File: src/rtl/cag_pkg.sv
package cag_pkg;
  typedef enum logic [1:0] {
    KIND_IDX  = 2'd0,
    KIND_MOD  = 2'd1,
    KIND_LEN  = 2'd2,
    KIND_NONE = 2'd3
  } reg_kind_e;
endpackage

File: src/rtl/cag_regfile.sv
module cag_regfile
  import cag_pkg::*;
#(
  parameter int AW   = 14,
  parameter int NREG = 4,
  localparam int SW  = $clog2(NREG)
) (
  input  logic            clk_i,
  input  logic            rst_ni,
  input  logic            wr_en_i,
  input  reg_kind_e       wr_kind_i,
  input  logic [SW-1:0]   wr_idx_i,
  input  logic [AW-1:0]   wr_data_i,
  input  logic            upd_en_i,
  input  logic [SW-1:0]   upd_idx_i,
  input  logic [AW-1:0]   upd_val_i,
  input  reg_kind_e       rd_kind_i,
  input  logic [SW-1:0]   rd_idx_i,
  output logic [AW-1:0]   rd_data_o,
  output logic [AW-1:0]   idx_o [NREG],
  output logic [AW-1:0]   mod_o [NREG],
  output logic [AW-1:0]   len_o [NREG]
);

  for (genvar g = 0; g < NREG; g++) begin : g_bank
    logic wr_hit_idx, wr_hit_mod, wr_hit_len;
    assign wr_hit_idx = wr_en_i && (wr_kind_i == KIND_IDX) && (wr_idx_i == SW'(g));
    assign wr_hit_mod = wr_en_i && (wr_kind_i == KIND_MOD) && (wr_idx_i == SW'(g));
    assign wr_hit_len = wr_en_i && (wr_kind_i == KIND_LEN) && (wr_idx_i == SW'(g));

    // register write has priority over post-modify
    always_ff @(posedge clk_i or negedge rst_ni) begin
      if (!rst_ni)                               idx_o[g] <= '0;
      else if (wr_hit_idx)                       idx_o[g] <= wr_data_i;
      else if (upd_en_i && upd_idx_i == SW'(g))  idx_o[g] <= upd_val_i;
    end

    always_ff @(posedge clk_i or negedge rst_ni) begin
      if (!rst_ni)         mod_o[g] <= '0;
      else if (wr_hit_mod) mod_o[g] <= wr_data_i;
    end

    always_ff @(posedge clk_i or negedge rst_ni) begin
      if (!rst_ni)         len_o[g] <= '0;
      else if (wr_hit_len) len_o[g] <= wr_data_i;
    end
  end

  always_comb begin
    unique case (rd_kind_i)
      KIND_IDX: rd_data_o = idx_o[rd_idx_i];
      KIND_MOD: rd_data_o = mod_o[rd_idx_i];
      KIND_LEN: rd_data_o = len_o[rd_idx_i];
      default:  rd_data_o = '0;
    endcase
  end

endmodule

File: src/rtl/cag_wrap.sv
module cag_wrap #(
  parameter int AW  = 14,
  localparam int EW = AW + 2
) (
  input  logic [AW-1:0] ptr_i,
  input  logic [AW-1:0] mod_i,
  input  logic [AW-1:0] len_i,
  output logic [AW-1:0] nxt_o
);

  localparam logic [AW-1:0] ONE = AW'(1);

  logic [AW-1:0]        mask;
  logic signed [EW-1:0] sum, off, len_s;

  always_comb begin
    // smear len-1 rightwards: gives (power of two >= len) - 1
    mask = len_i - ONE;
    for (int s = 1; s < AW; s = s * 2) mask = mask | (mask >> s);
    sum   = $signed({2'b00, ptr_i}) + $signed({{2{mod_i[AW-1]}}, mod_i});
    off   = sum - $signed({2'b00, ptr_i & ~mask});
    len_s = $signed({2'b00, len_i});
    if (len_i == '0)         nxt_o = sum[AW-1:0];
    else if (off >= len_s)   nxt_o = sum[AW-1:0] - len_i;
    else if (off[EW-1])      nxt_o = sum[AW-1:0] + len_i;
    else                     nxt_o = sum[AW-1:0];
  end

endmodule

File: src/rtl/cag_bitrev.sv
module cag_bitrev #(
  parameter int AW = 14
) (
  input  logic [AW-1:0] in_i,
  output logic [AW-1:0] out_o
);

  for (genvar g = 0; g < AW; g++) begin : g_rev
    assign out_o[g] = in_i[AW-1-g];
  end

endmodule

File: src/rtl/circ_addr_gen.sv
module circ_addr_gen
  import cag_pkg::*;
#(
  parameter int AW   = 14,
  parameter int NREG = 4,
  localparam int SW  = $clog2(NREG)
) (
  input  logic          clk_i,
  input  logic          rst_ni,
  input  logic          wr_en_i,
  input  logic [1:0]    wr_kind_i,
  input  logic [SW-1:0] wr_idx_i,
  input  logic [AW-1:0] wr_data_i,
  input  logic [1:0]    rd_kind_i,
  input  logic [SW-1:0] rd_idx_i,
  output logic [AW-1:0] rd_data_o,
  input  logic          req_i,
  input  logic [SW-1:0] ptr_sel_i,
  input  logic [SW-1:0] mod_sel_i,
  input  logic          bitrev_i,
  output logic [AW-1:0] addr_o,
  output logic          addr_vld_o
);

  logic [AW-1:0] idx_arr [NREG];
  logic [AW-1:0] mod_arr [NREG];
  logic [AW-1:0] len_arr [NREG];
  logic [AW-1:0] cur, mod_cur, len_cur, nxt, rev;

  cag_regfile #(.AW(AW), .NREG(NREG)) u_regs (
    .clk_i     (clk_i),
    .rst_ni    (rst_ni),
    .wr_en_i   (wr_en_i),
    .wr_kind_i (reg_kind_e'(wr_kind_i)),
    .wr_idx_i  (wr_idx_i),
    .wr_data_i (wr_data_i),
    .upd_en_i  (req_i),
    .upd_idx_i (ptr_sel_i),
    .upd_val_i (nxt),
    .rd_kind_i (reg_kind_e'(rd_kind_i)),
    .rd_idx_i  (rd_idx_i),
    .rd_data_o (rd_data_o),
    .idx_o     (idx_arr),
    .mod_o     (mod_arr),
    .len_o     (len_arr)
  );

  assign cur     = idx_arr[ptr_sel_i];
  assign mod_cur = mod_arr[mod_sel_i];
  assign len_cur = len_arr[ptr_sel_i];

  cag_wrap #(.AW(AW)) u_wrap (
    .ptr_i (cur),
    .mod_i (mod_cur),
    .len_i (len_cur),
    .nxt_o (nxt)
  );

  cag_bitrev #(.AW(AW)) u_rev (
    .in_i  (cur),
    .out_o (rev)
  );

  always_ff @(posedge clk_i or negedge rst_ni) begin
    if (!rst_ni) begin
      addr_o     <= '0;
      addr_vld_o <= 1'b0;
    end else begin
      addr_vld_o <= req_i;
      if (req_i) addr_o <= bitrev_i ? rev : cur;
    end
  end

  // ---------------- assertions ----------------
  logic          same_wr, idx_wr;
  logic [AW-1:0] dlt;
  assign idx_wr  = wr_en_i && (wr_kind_i == 2'(KIND_IDX));
  assign same_wr = idx_wr && (wr_idx_i == ptr_sel_i);
  assign dlt     = nxt - cur - mod_cur;

  a_r3_vld_follows_req: assert property (@(posedge clk_i) disable iff (!rst_ni)
    req_i |=> addr_vld_o);

  a_r8_no_vld_when_idle: assert property (@(posedge clk_i) disable iff (!rst_ni)
    !req_i |=> !addr_vld_o);

  a_r4_linear_step: assert property (@(posedge clk_i) disable iff (!rst_ni)
    (req_i && len_cur == '0 && !same_wr) |=>
      idx_arr[$past(ptr_sel_i)] == $past(cur + mod_cur));

  a_r5_wrap_by_length: assert property (@(posedge clk_i) disable iff (!rst_ni)
    (req_i && len_cur != '0) |-> (dlt == '0 || dlt == len_cur || dlt == ('0 - len_cur)));

  a_r6_same_ones: assert property (@(posedge clk_i) disable iff (!rst_ni)
    req_i |=> $countones(addr_o) == $countones($past(cur)));

  a_r7_write_wins: assert property (@(posedge clk_i) disable iff (!rst_ni)
    idx_wr |=> idx_arr[$past(wr_idx_i)] == $past(wr_data_i));

endmodule

File: config.mk
export PLATFORM = sky130hd
export DESIGN_NAME = circ_addr_gen
export DESIGN_NICKNAME = d
export VERILOG_FILES = /design/src/rtl/cag_pkg.sv /design/src/rtl/cag_regfile.sv /design/src/rtl/cag_wrap.sv /design/src/rtl/cag_bitrev.sv /design/src/rtl/circ_addr_gen.sv
export SDC_FILE = /design/constraint.sdc
export NUM_CORES = 1
export LEC_CHECK = 0
export ABC_CLOCK_PERIOD_IN_PS = 6350
export BUFFER_PORTS_ARGS = -buffer_cell sky130_fd_sc_hd__buf_2
export CAP_MARGIN = 0
export CORE_AREA = 5 5 162 164
export CTS_CLUSTER_SIZE = 12
export DETAILED_ROUTE_END_ITERATION = 16
export DIE_AREA = 0 0 167 169
export PLACE_DENSITY = 0.75
export SLEW_MARGIN = 5
export SYNTH_ARGS = -nofsm -noshare
export SYNTH_HDL_FRONTEND = slang
export SYNTH_SLANG_ARGS = --single-unit
File: constraint.sdc
create_clock -name clk_i -period 6.35 [get_ports clk_i]
set_input_delay 0.635 -clock clk_i [delete_from_list [all_inputs] [get_ports clk_i]]
set_output_delay 0.635 -clock clk_i [all_outputs]
set_load 0.02 [all_outputs]
[Word level (Yosys, flattened, before mapping)]
Index checks and enable logic that the tools add are counted.
Word-level totals
  flip-flop bits (word level): 183
  output and inout bits: 29
  logic and storage cells: 101
Operators by class
  add/sub/neg operators: 5
  equality and inequality tests: 10
  bitwise operators: 9
  reduce and logical (&&, ||, !) cells: 28
  order comparisons: 4
  mux-type cells: 31
Operators by type and width (count)
  two-way mux 14 bit: 24
  binary-select mux 14 bit (select 2 bit): 6
  one-hot mux 14 bit (3 select lines): 1
  logical AND 1 bit: 19
  adder 15 x 14 -> 16 bit: 1
  greater-or-equal comparator 16 x 15 -> 1 bit: 1
  subtractor 16 x 15 -> 16 bit: 1
  adder 14 bit: 1
  AND 14 bit: 1
  zero test 14 bit: 1
  inverter 14 bit: 1
  bitwise OR 14 x 10 -> 14 bit: 1
  bitwise OR 14 x 12 -> 14 bit: 1
  bitwise OR 14 x 13 -> 14 bit: 1
  bitwise OR 14 x 6 -> 14 bit: 1
  subtractor 14 x 1 -> 14 bit (second input constant): 1
  subtractor 14 bit: 1
  == test 2 bit (second input constant): 6
  greater-or-equal comparator 3 bit (second input constant): 3
  inverter 2 -> 3 bit: 3
  == test 2 x 1 -> 1 bit (second input constant): 4
  zero test 2 bit: 4
  nonzero test 2 bit: 4

[Longest topological paths before layout]
Gate-level depths: netlist (run 1).
  depth in word-level cells: 17
  mapped depth: 36
  mapped depth without buffers: 33

[By module]
From an unflattened synthesis (run 1), not the netlist that was laid out.
Second synthesis, totals
  cell total of the unflattened synthesis: 1142
  area total of the unflattened synthesis: 13431.6 sq um
Modules (own cells, without submodules)
  cag_regfile: area an instance 8234.1 sq um, cells an instance 548, times used 1, seq. area each 4204.0 sq um
  cag_wrap: area an instance 3402.0 sq um, cells an instance 480, times used 1, seq. area each 0.0 sq um
  circ_addr_gen: area an instance 1690.4 sq um, cells an instance 100, times used 1, seq. area each 375.4 sq um
  cag_bitrev: area an instance 105.1 sq um, cells an instance 14, times used 1, seq. area each 0.0 sq um

[Worst setup path after synthesis (run 1)]
OpenSTA, ideal clock, no wires.
  path kind: input-to-reg
  from: input port ptr_sel_i[0]
  to: register u_regs.idx_o[3] in the netlist's numbering
  arrival: 7.315 ns
  path slack: -1.115 ns
  buffers on the path: 3
  stages: 36
  cells stage by stage: buf_6 > mux4_2 > inv_1 > ha_1 > or3b_4 > nor3_4 > and4_1 > o21ai_1 > a21boi_2 > nand2_2 > nor3b_2 > and3_2 > and3_1 > ha_1 > fa_1 > nor2b_1 > o21a_1 > a31o_2 > o41a_1 > a21oi_1 > nor2b_1 > o21ai_0 > nand2b_1 > a21oi_1 > xnor2_1 > ha_1 > nand4_1 > a211oi_1 > a221oi_1 > a22oi_1 > o2111ai_2 > buf_4 > buf_4 > o32ai_1 > o22ai_1 > a31oi_1
Between the ends
  cells in the longest elaborated chain, start to end: 17
Ends and longest elaborated chain
  from (decl): line circ_addr_gen.sv:18  | input logic [SW-1:0] ptr_sel_i,
  inverter 2 -> 3 bit (implied by the code): line circ_addr_gen.sv:48, circ_addr_gen.sv:50
  binary-select mux 14 bit (select 2 bit): line circ_addr_gen.sv:50  | assign len_cur = len_arr[ptr_sel_i];
  two-way mux 14 bit (implied by the code) (2 in series): line circ_addr_gen.sv:50
  subtractor 14 x 1 -> 14 bit: line cag_wrap.sv:18  | mask = len_i - ONE;
  bitwise OR 14 x 13 -> 14 bit: line cag_wrap.sv:19  | for (int s = 1; s < AW; s = s * 2) mask = mask | (mask >> s);
  bitwise OR 14 x 12 -> 14 bit: line cag_wrap.sv:19
  bitwise OR 14 x 10 -> 14 bit: line cag_wrap.sv:19
  bitwise OR 14 x 6 -> 14 bit: line cag_wrap.sv:19
  inverter 14 bit: line cag_wrap.sv:21  | off = sum - $signed({2'b00, ptr_i & ~mask});
  AND 14 bit: line cag_wrap.sv:21
  subtractor 16 x 15 -> 16 bit: line cag_wrap.sv:21
  greater-or-equal comparator 16 x 15 -> 1 bit / two-way mux 14 bit (equally long branches): line cag_wrap.sv:24, cag_wrap.sv:25
  two-way mux 14 bit: line cag_wrap.sv:24  | else if (off >= len_s) nxt_o = sum[AW-1:0] - len_i;
  two-way mux 14 bit: line cag_wrap.sv:23  | if (len_i == '0) nxt_o = sum[AW-1:0];
  two-way mux 14 bit: line cag_regfile.sv:35  | else if (upd_en_i && upd_idx_i == SW'(g)) idx_o[g] <= upd_val_i;
  two-way mux 14 bit: line cag_regfile.sv:34  | else if (wr_hit_idx) idx_o[g] <= wr_data_i;
  to (signal, indexed assignment): line cag_regfile.sv:34
  to (signal, indexed assignment): line cag_regfile.sv:35
  to (decl): line cag_regfile.sv:20  | output logic [AW-1:0] idx_o [NREG],
Several ways; a longest one is shown, not always the timed one. The select of a mux whose other input is x is not followed.
A chain may end at the register's enable or synchronous reset.

[Final worst setup path (run 1)]
  from: register u_regs.len_o[43] in the netlist's numbering
  to: register u_regs.idx_o[9] in the netlist's numbering
Between the ends
  cells in the longest elaborated chain, start to end: 16
Ends and longest elaborated chain
  from (decl): line cag_regfile.sv:22  | output logic [AW-1:0] len_o [NREG]
  from (signal, indexed assignment): line cag_regfile.sv:45  | else if (wr_hit_len) len_o[g] <= wr_data_i;
  binary-select mux 14 bit (select 2 bit) *: line circ_addr_gen.sv:50
  two-way mux 14 bit (implied by the code) * (2 in series): line circ_addr_gen.sv:50
  subtractor 14 x 1 -> 14 bit: line cag_wrap.sv:18
  bitwise OR 14 x 13 -> 14 bit: line cag_wrap.sv:19
  bitwise OR 14 x 12 -> 14 bit: line cag_wrap.sv:19
  bitwise OR 14 x 10 -> 14 bit: line cag_wrap.sv:19
  bitwise OR 14 x 6 -> 14 bit: line cag_wrap.sv:19
  inverter 14 bit: line cag_wrap.sv:21
  AND 14 bit: line cag_wrap.sv:21
  subtractor 16 x 15 -> 16 bit: line cag_wrap.sv:21
  greater-or-equal comparator 16 x 15 -> 1 bit / two-way mux 14 bit (equally long branches): line cag_wrap.sv:24, cag_wrap.sv:25
  two-way mux 14 bit: line cag_wrap.sv:24
  two-way mux 14 bit *: line cag_wrap.sv:23
  two-way mux 14 bit *: line cag_regfile.sv:35
  two-way mux 14 bit *: line cag_regfile.sv:34
Every way passes the cells marked *; elsewhere a longest branch is shown, timed or not. The select of a mux whose other input is x is not followed.

==> results of run 1 <==
metal layers:
metal / GRT usage (%) / wire length [µm] / vias up
met5: 0 / 0 / -
met3: 7.08 / 4280 / 202
met4: 12.6 / 2300 / 0
li1: - / - / 5122
met1: 39.1 / 16300 / 5864
met2: 48.5 / 20300 / 809
what timing repair did:
| action | CTS | global route |
|---|---|---|
| pin swaps | 58 | 56 |
| gates resized for setup | 27 | 58 |
| cloned | 0 | 1 |
| setup endpoints to repair | 56 | 56 |
| buffers inserted | 9 | 5 |
Yosys cell counts (all sizes together), types with 11 or more instances:
| cell type | instances | share of area (%) |
|---|---|---|
| clkbuf | 52 | 1.5 |
| o21ai | 84 | 3.2 |
| o22ai | 19 | 0.89 |
| mux2i | 30 | 2.3 |
| nor2b | 20 | 0.94 |
| nor2 | 64 | 1.8 |
| dfrtp | 183 | 34 |
| ha | 71 | 6.7 |
| xor2 | 11 | 0.72 |
| nand2 | 44 | 1.3 |
| mux4 | 84 | 14 |
| or3 | 50 | 2.3 |
| xnor2 | 27 | 1.8 |
| mux2 | 112 | 9.5 |
| a21oi | 75 | 2.8 |
| and3 | 20 | 0.95 |
| a31oi | 44 | 2.1 |
| inv | 53 | 1.5 |
| buf | 22 | 0.86 |
| nand2b | 14 | 0.66 |
| nor3 | 17 | 0.81 |
| nand3 | 17 | 0.64 |
worst max path at each step:
stage	from	to	slack [ps]	depth (start not counted)
floorplan	ptr_sel_i[0]	u_regs.idx_o[8]$_DFFE_PN0P_	-790	36
global placement	ptr_sel_i[0]	u_regs.idx_o[14]$_DFFE_PN0P_	-910	35
detailed placement	ptr_sel_i[0]	u_regs.idx_o[1]$_DFFE_PN0P_	-1080	36
CTS	u_regs.len_o[43]$_DFFE_PN0P_	u_regs.idx_o[42]$_DFFE_PN0P_	-530	34
global route	u_regs.len_o[43]$_DFFE_PN0P_	u_regs.idx_o[14]$_DFFE_PN0P_	-790	34
finish	u_regs.len_o[43]$_DFFE_PN0P_	u_regs.idx_o[9]$_DFFE_PN0P_	-480	32
flip-flops by register name, indices dropped and copies added, names as in the netlist:
register / count
addr_o: 14
addr_vld_o: 1
u_regs.idx_o: 56
u_regs.len_o: 56
u_regs.mod_o: 56
cell families after synthesis:
group           synth area share (%)
flops                           34.4
compound gates                  14.7
simple gates                    11.2
fa+ha+maj                       7.27
xor+xnor                        2.67
mux                             25.9
buf+inv                         3.82
stage by stage:
| stage | area, µm² | setup slack (ps) |
|---|---|---|
| floorplan | 13500 | -789 |
| global placement | 15200 | -912 |
| detailed placement | 15200 | -1080 |
| CTS | 16000 | -528 |
| global route | 16400 | -793 |
| finish | 16400 | -477 |
area by class of cell:
cell class                      count  area [µm²]
Multi-Input combinational cell    930        8710
Fill cell                        1789        8380
Sequential cell                   183        4580
Timing Repair Buffer              252        1850
Clock buffer                       18         439
Tap cell                          330         413
Inverter                           53         201
Clock inverter                     14         160
Antenna cell                        2        5.00
critical path, delay by kind of cell, from the launching register on:
family          cells  cell delay [ps]
compound gates     15             3030
xor+xnor            1              150
fa+ha+maj           3              700
buf+inv             3              390
flops               1              390
mux                 1              530
simple gates        9             1520
==> run metrics, run 1 <==
Final HPWL DP 31400 µm; CP most frequent cell a21oi_2; synthesized instance count 1240; CTS Hold Bufs 0; port bufs 59; commonest non-fill, non-tap cell in the layout dfrtp_1; Crit Reg-Reg Startpoint u_regs.len_o[43]$_DFFE_PN0P_; Post-synth EDFFs 0; Synthesis Warnings 0; Die W 167 µm; Placed Cells 1733; initial core utilization 53.9%; global-route usage over all layers 30.0%; WP data required 6700 ps; post-synthesis register bit count 183; worst reg2reg path depth 32; Final setup violation count 56; number of vias per cell 6.73; 1st-pass router iterations 5; CTS H-tree lvls 4; RR Endpoint u_regs.idx_o[9]$_DFFE_PN0P_; fraction of registers with async set/reset 100%; GRT overflow 0; Worst EP arrival 7180 ps; crit path max fanout 6; TNS Setup -22790 ps; critical path class reg2reg; largest net degree at the start of global routing 108; worst-skew pair later-pin latency 450 ps; Mapped Nets 1346; DR WL/cell 24.2 µm; vias in the first global route 11900; Post-Syn Area 13300 µm²; most frequent cells in the layout dfrtp_1, buf_4, mux2_2, mux4_2, ha_1; Max stage delay on crit path 530 ps; ANT nets after route 0; Worst R2R Setup Slack -480 ps; Fin. Hold Viols 0; via count 12000; Tmin final 6830 ps; Slew @ Worst Pin 1250 ps; Area growth, synth to finish 22.8%; Max Slew Vio Count 0; initial antenna violation count 2; Final Cycle Share 108%; Achievable Freq 0.146 GHz; final hold slack 323 ps; # DRC 0; Sink Count 183; RSZ-0062 raised after global routing yes; CP startpoint kind flop; row count 58; fin worst setup slack -477 ps; outcome finished, violations left; max_cap viols 0; Die Y 169 µm; initial DRC count 1199; Max Clock Skew 17.5 ps; Final Util 66.1%; Worst Setup End Kind flop; clock buffer depth 2; Die ar. 28200 µm²; number of distinct library cells after synthesis 75; layout cells sized above 1 38.9%; clock transition at the registers of the reported paths 70 ps; Root Buffer clkbuf_16; Boundary Pins 60; average size of a mapped cell 10.7 µm²; RePlAce Congestion 0.966; worst rel slew slack 16.6%; HP Class in2async; nets@finish 1543; predominant post-synthesis flop cell dfrtp_1; CTS Buf Count 17; violated checks setup timing; post-synthesis sequential area ratio 34.4%; Cell Count, Final, Fillers Out 1782; Core Region 24700 µm²; Routed WL 43100 µm; first-pass GRT wire length 66800 µm; CP max stage cell mux4_2; CTS tree yes
Power of run 1 is not shown: default switching activity piles up to over one toggle a cycle in this logic, so the estimate is an artifact.
==> run 2, diff against run 1 <==
--- a/config.mk
+++ b/config.mk
@@ -8,12 +8,13 @@
 export ABC_CLOCK_PERIOD_IN_PS = 6350
 export BUFFER_PORTS_ARGS = -buffer_cell sky130_fd_sc_hd__buf_2
 export CAP_MARGIN = 0
-export CORE_AREA = 5 5 162 164
+export CORE_AREA = 5 5 163 165
 export CTS_CLUSTER_SIZE = 12
 export DETAILED_ROUTE_END_ITERATION = 16
-export DIE_AREA = 0 0 167 169
-export PLACE_DENSITY = 0.75
+export DIE_AREA = 0 0 168 170
+export PLACE_DENSITY = 0.83
 export SLEW_MARGIN = 5
 export SYNTH_ARGS = -nofsm -noshare
 export SYNTH_HDL_FRONTEND = slang
+export SYNTH_HIERARCHICAL = 1
 export SYNTH_SLANG_ARGS = --single-unit
==> run 2 against run 1 <==
  * The flow still finishes with violations (setup timing)
  * Critical path depth stayed put
  * Non-clock buffer count increased by 97
  * Cell count fell by 0.28%
  * Area after synthesis grew 0.77%
  * Via count decreased by 1.4%
  * Worst setup slack lost 400 ps
  * Highest routed layer unchanged
==> run metrics, run 2 <==
Tmin final 7220 ps; largest net degree at the start of global routing 74; Final HPWL DP 30600 µm; Boundary Pins 60; biggest regs u_regs/idx_o: 56 flops, u_regs/len_o: 56 flops, u_regs/mod_o: 56 flops; Synth area leader dfrtp_1; Post-Syn Area 13400 µm²; outcome finished, violations left; # DRC 0; CTS tree yes; CTS Buf Count 17; Final Cycle Share 114%; GRT overflow 0; crit path max fanout 6; clock buffer depth 2; most frequent cell after synthesis mux2_2; WP data required 6670 ps; layout cells sized above 1 50.8%; vias in the first global route 12200; Routed WL 47000 µm; post-synth top area share 34.1%; post-synthesis register bit count 183; met3 GRT Util 7.78%; average size of a mapped cell 11.8 µm²; Area growth, synth to finish 27.0%; synth cell count leaders mux2_2, dfrtp_1, ha_1, mux4_2, nand2_1; GR Util met1 38.1%; largest cells by area after synthesis dfrtp_1, mux2_2, mux4_2, ha_1, mux4_1; commonest non-fill, non-tap cell in the layout buf_4; Final setup violation count 56; Max stage delay on crit path 600 ps; initial antenna violation count 1; worst rel slew slack 25.4%; violated checks setup timing; first-pass GRT wire length 69800 µm; Worst Setup End Kind flop; number of vias per cell 6.66; Achievable Freq 0.138 GHz; CP startpoint kind flop; Mapped Nets 1248; max_cap viols 0; RSZ-0062 raised after global routing yes; Fin. Hold Viols 0; Max Slew Vio Count 0; nets@finish 1539; post-synthesis sequential area ratio 34.1%; 1st-pass router iterations 6; global-route usage over all layers 31.4%; Die Y 170 µm; DP Worst Slack -1580 ps; Max Clock Skew 15.5 ps; Die ar. 28600 µm²; Post-synth EDFFs 0; initial DRC count 1219; most frequent cells in the layout buf_4, mux2_2, dfrtp_1, mux4_2, ha_1; Worst EP arrival 7540 ps; HP Class in2async; synthesized instance count 1142; CTS H-tree lvls 4; via count 11800; predominant post-synthesis flop cell dfrtp_1; Sink Count 183; row count 58; Core Region 24900 µm²; Die W 168 µm; fin worst setup slack -872 ps; initial core utilization 54.0%; CP max stage cell mux4_2; port bufs 59; clock transition at the registers of the reported paths 90 ps; ANT nets after route 0; worst-skew pair later-pin latency 450 ps; grt peak-use layer met2; DR WL/cell 26.4 µm; critical path class reg2reg; Synthesis Warnings 6; Global Route met2 Usage 52.4%; Slew @ Worst Pin 1110 ps; fraction of registers with async set/reset 100%; RePlAce Congestion 0.975; number of distinct library cells after synthesis 70; Root Buffer clkbuf_16
[run 2: cell count changes in the layout (fill, tap and decap cells not counted), sizes merged, moves of 24 or more]
| cell | previous run | this run |
|---|---|---|
| o21ai | 84 | 37 |
| a31oi | 44 | 6 |
| or3 | 50 | 11 |
| a21oi | 75 | 39 |
| mux2 | 112 | 226 |
| mux2i | 30 | 1 |
| buf | 251 | 349 |
| nand2 | 44 | 68 |
[run 2: worst max-delay path: cells and delay by family, from the launching register on]
kind / cells / cell delay, ps
xor gates and xnor gates: 1 / 100
buffers and inverters: 2 / 260
adders and majority gates: 2 / 670
AOI/OAI and AO/OA: 13 / 2320
DFF: 1 / 510
and+or+nand+nor: 11 / 2070
muxes: 3 / 1150
[run 2: layer usage]
layer	share of wire (%)	routed length [µm]	vias up
met5	0	0	-
met1	35	16700	5835
met4	7.1	3330	0
li1	-	-	4927
met3	9.9	4630	252
met2	48	22400	817
[run 2: cells by family after synthesis]
group | after synthesis | synth area share (%)
AOI/OAI and AO/OA | 188 | 9.77
xor gates and xnor gates | 42 | 2.74
adders and majority gates | 75 | 7.21
buffers and inverters | 118 | 4.17
DFF | 183 | 34.1
muxes | 311 | 33.5
and+or+nand+nor | 225 | 8.49
[run 2: worst paths after layout]
check	start	endpoint	slack, ps	cells after the start
min reg2reg	addr_o[0]$_DFFE_PN0P_	addr_o[0]$_DFFE_PN0P_	520	1
max	u_regs/len_o[44]$_DFFE_PN0P_	u_regs/idx_o[45]$_DFFE_PN0P_	-870	32
min	rst_ni	u_regs/mod_o[2]$_DFFE_PN0P_	190	1
max in group asynchronous	rst_ni	u_regs/len_o[36]$_DFFE_PN0P_	4890	2
max reg2reg	u_regs/len_o[44]$_DFFE_PN0P_	u_regs/idx_o[45]$_DFFE_PN0P_	-870	32
min in group clk_i	req_i	addr_vld_o$_DFF_PN0_	470	1
[run 2: through the flow]
| stage | TNS [ps] | util, % | instance area (µm²) | std cells | hold WS (ps) |
|---|---|---|---|---|---|
| floorplan | -38130 | - | 13500 | 1142 | 339 |
| global placement | -70330 | 63.2 | 15700 | 1707 | 495 |
| detailed placement | -81890 | 63.2 | 15700 | 1707 | 505 |
| CTS | -30070 | 67.2 | 16700 | 1757 | 214 |
| global route | -56590 | 68.5 | 17100 | 1777 | 247 |
| finish | -42860 | 68.5 | 17100 | 1777 | 193 |
[run 2: repair_timing]
action                                  in CTS  in global routing
hold buffers                                 0                  0
endpoints found under the setup margin      56                 56
gates resized for setup                     53                 47
buffers inserted                            18                 21
pin swaps                                   13                 33
[run 2: cell type report]
type | count | area, µm²
Sequential cell | 183 | 4580
Timing Repair Buffer | 349 | 2580
Fill cell | 1608 | 7830
Clock inverter | 15 | 203
Antenna cell | 1 | 2.50
Inverter | 41 | 154
Multi-Input combinational cell | 841 | 8700
Clock buffer | 17 | 425
Tap cell | 330 | 413
Power of run 2 is left out for the same reason.
==> run 3, diff against run 2 <==
--- a/config.mk
+++ b/config.mk
@@ -12,7 +12,8 @@
 export CTS_CLUSTER_SIZE = 12
 export DETAILED_ROUTE_END_ITERATION = 16
 export DIE_AREA = 0 0 168 170
-export PLACE_DENSITY = 0.83
+export MAX_ROUTING_LAYER = met4
+export PLACE_DENSITY = 0.74
 export SLEW_MARGIN = 5
 export SYNTH_ARGS = -nofsm -noshare
 export SYNTH_HDL_FRONTEND = slang
==> run 3 against run 2 <==
  * Sequential share of layout area grew 0.37 points
  * Highest routed layer unchanged
  * Die area is the same
  * Register-to-register slack gained 200 ps
  * Hold slack lost 14 ps
  * Largest cell class unchanged
  * The run still ends with setup timing left
  * Non-clock buffer count shrank 13
  * Critical path type is now in2reg
  * Wire length shrank 9.7%
  * Global-route usage shrank 0.82 points
  * First-iteration DRC count shrank 19%
  * Critical path depth is the same
  * Sequential cell count is the same
  * Cell count shrank 0.79%
  * Fmax grew 2.6%
==> run metrics, run 3 (synthesis gave the netlist of run 2 again) <==
outcome finished, violations left; violated checks setup timing; layout cells sized above 1 50.5%; worst rel slew slack 21.6%; Tmin final 7040 ps; CP max stage cell mux4_2; WP data required 6690 ps; biggest regs u_regs/idx_o: 56 flops, u_regs/len_o: 56 flops, u_regs/mod_o: 56 flops; CTS tree yes; Final Cycle Share 111%; Achievable Freq 0.142 GHz; Die ar. 28600 µm²; worst reg2reg path depth 30; GRT overflow 0; port bufs 59; Die W 168 µm; critical path class in2reg; FF+latch area 4580 µm²; most frequent cells in the layout buf_4, mux2_2, dfrtp_1, mux4_2, ha_1; commonest non-fill, non-tap cell in the layout buf_4; initial core utilization 54.0%; CTS Buf Count 17; Worst R2R Setup Slack -670 ps; nets@finish 1526; row count 58; largest net degree at the start of global routing 72; RSZ-0062 raised after global routing yes; Max stage delay on crit path 550 ps; buffers plus inverters on the worst setup path 3; DR WL/cell 24.1 µm; Worst EP arrival 7380 ps; initial DRC count 987; clock transition at the registers of the reported paths 90 ps; Routed WL 42400 µm; vias in the first global route 11500; first-pass GRT wire length 65900 µm; final instance area 16800 µm²; Fillers 1791; Area growth, synth to finish 25.3%; HP Class in2async; worst-skew pair later-pin latency 450 ps; max_cap viols 0; area post-placement 15800 µm²; CP most frequent cell mux2_4; RePlAce Congestion 0.991; # DRC 0; Core Region 24900 µm²; Multi-input gate area 8600 µm²; Crit Reg-Reg Startpoint u_regs/len_o[16]$_DFFE_PN0P_; global-route usage over all layers 30.6%; 1st-pass router iterations 5; kind of cell adding the most delay to the critical path compound AO/OA/AOI/OAI gates; Sink Count 183; ANT nets after route 0; Die Y 170 µm; Final setup violation count 56; CP startpoint kind input port; via count 11200; Fin. Hold Viols 0; CTS H-tree lvls 4; Max Clock Skew 22.8 ps; Inserted Diodes 0; Final HPWL DP 30500 µm; Root Buffer clkbuf_16; crit path max fanout 8; CTS Hold Bufs 0; Max Slew Vio Count 0; initial antenna violation count 0; Worst Setup End Kind flop; Boundary Pins 60; RR Endpoint u_regs/idx_o[42]$_DFFE_PN0P_; fin worst setup slack -690 ps; number of vias per cell 6.34; final hold slack 179 ps; Slew @ Worst Pin 1180 ps; clock buffer depth 2
## run 3: cell count changes in the layout (fill, tap and decap cells not counted), moves of 3 or more
cell	change
mux2_4	-24
buf_6	-9
mux2_2	+24
inv_8	+3
o21ai_2	+3
nor3_1	+3
buf_4	-4
## run 3: cell type report
cell class / instances / share of cell area [%]
Multi-Input combinational cell: 841 / 51.1
Sequential cell: 183 / 27.2
Timing Repair Buffer: 336 / 14.6
Clock buffer: 17 / 2.53
Tap cell: 330 / 2.45
Clock inverter: 15 / 1.20
Inverter: 41 / 0.915
## run 3: worst max-delay path by stage
stage | from | to | cells after the start | slack, ps
after detailed placement | ptr_sel_i[0] | u_regs/idx_o[42]$_DFFE_PN0P_ | 33 | -1490
after global placement | ptr_sel_i[0] | u_regs/idx_o[14]$_DFFE_PN0P_ | 33 | -1210
after global routing | ptr_sel_i[0] | u_regs/idx_o[42]$_DFFE_PN0P_ | 33 | -1000
final | ptr_sel_i[0] | u_regs/idx_o[42]$_DFFE_PN0P_ | 32 | -690
after CTS | ptr_sel_i[0] | u_regs/idx_o[42]$_DFFE_PN0P_ | 32 | -610
after floorplan | ptr_sel_i[0] | u_regs/idx_o[0]$_DFFE_PN0P_ | 33 | -820
## run 3: through the flow
stage          setup TNS, ps  utilization [%]  std cells  worst slack [ps]
6_report              -33690             67.6       1763              -690
5_1_grt               -51850             67.6       1763             -1000
4_1_cts               -28170             67.0       1753              -607
3_5_place_dp          -78900             63.3       1707             -1490
3_3_place_gp          -63980             63.3       1707             -1210
2_1_floorplan         -38130                -       1142              -822
## run 3: metal layers
layer | part of all wire, % | track usage [%] | up-vias
met3 | 7.4 | 5.41 | 120
met1 | 41 | 39.6 | 5613
li1 | - | - | 4920
met4 | 3.6 | 10.3 | 0
met5 | 0 | - | -
met2 | 48 | 49.3 | 532
## run 3: timing repair
action / 4_1_cts / 5_1_grt
hold endpoints to repair: 0 / 0
endpoints found under the setup margin: 56 / 56
gates resized for setup: 45 / 17
pin swaps: 12 / 15
buffers inserted: 14 / 10
Power of run 3 is left out for the same reason.
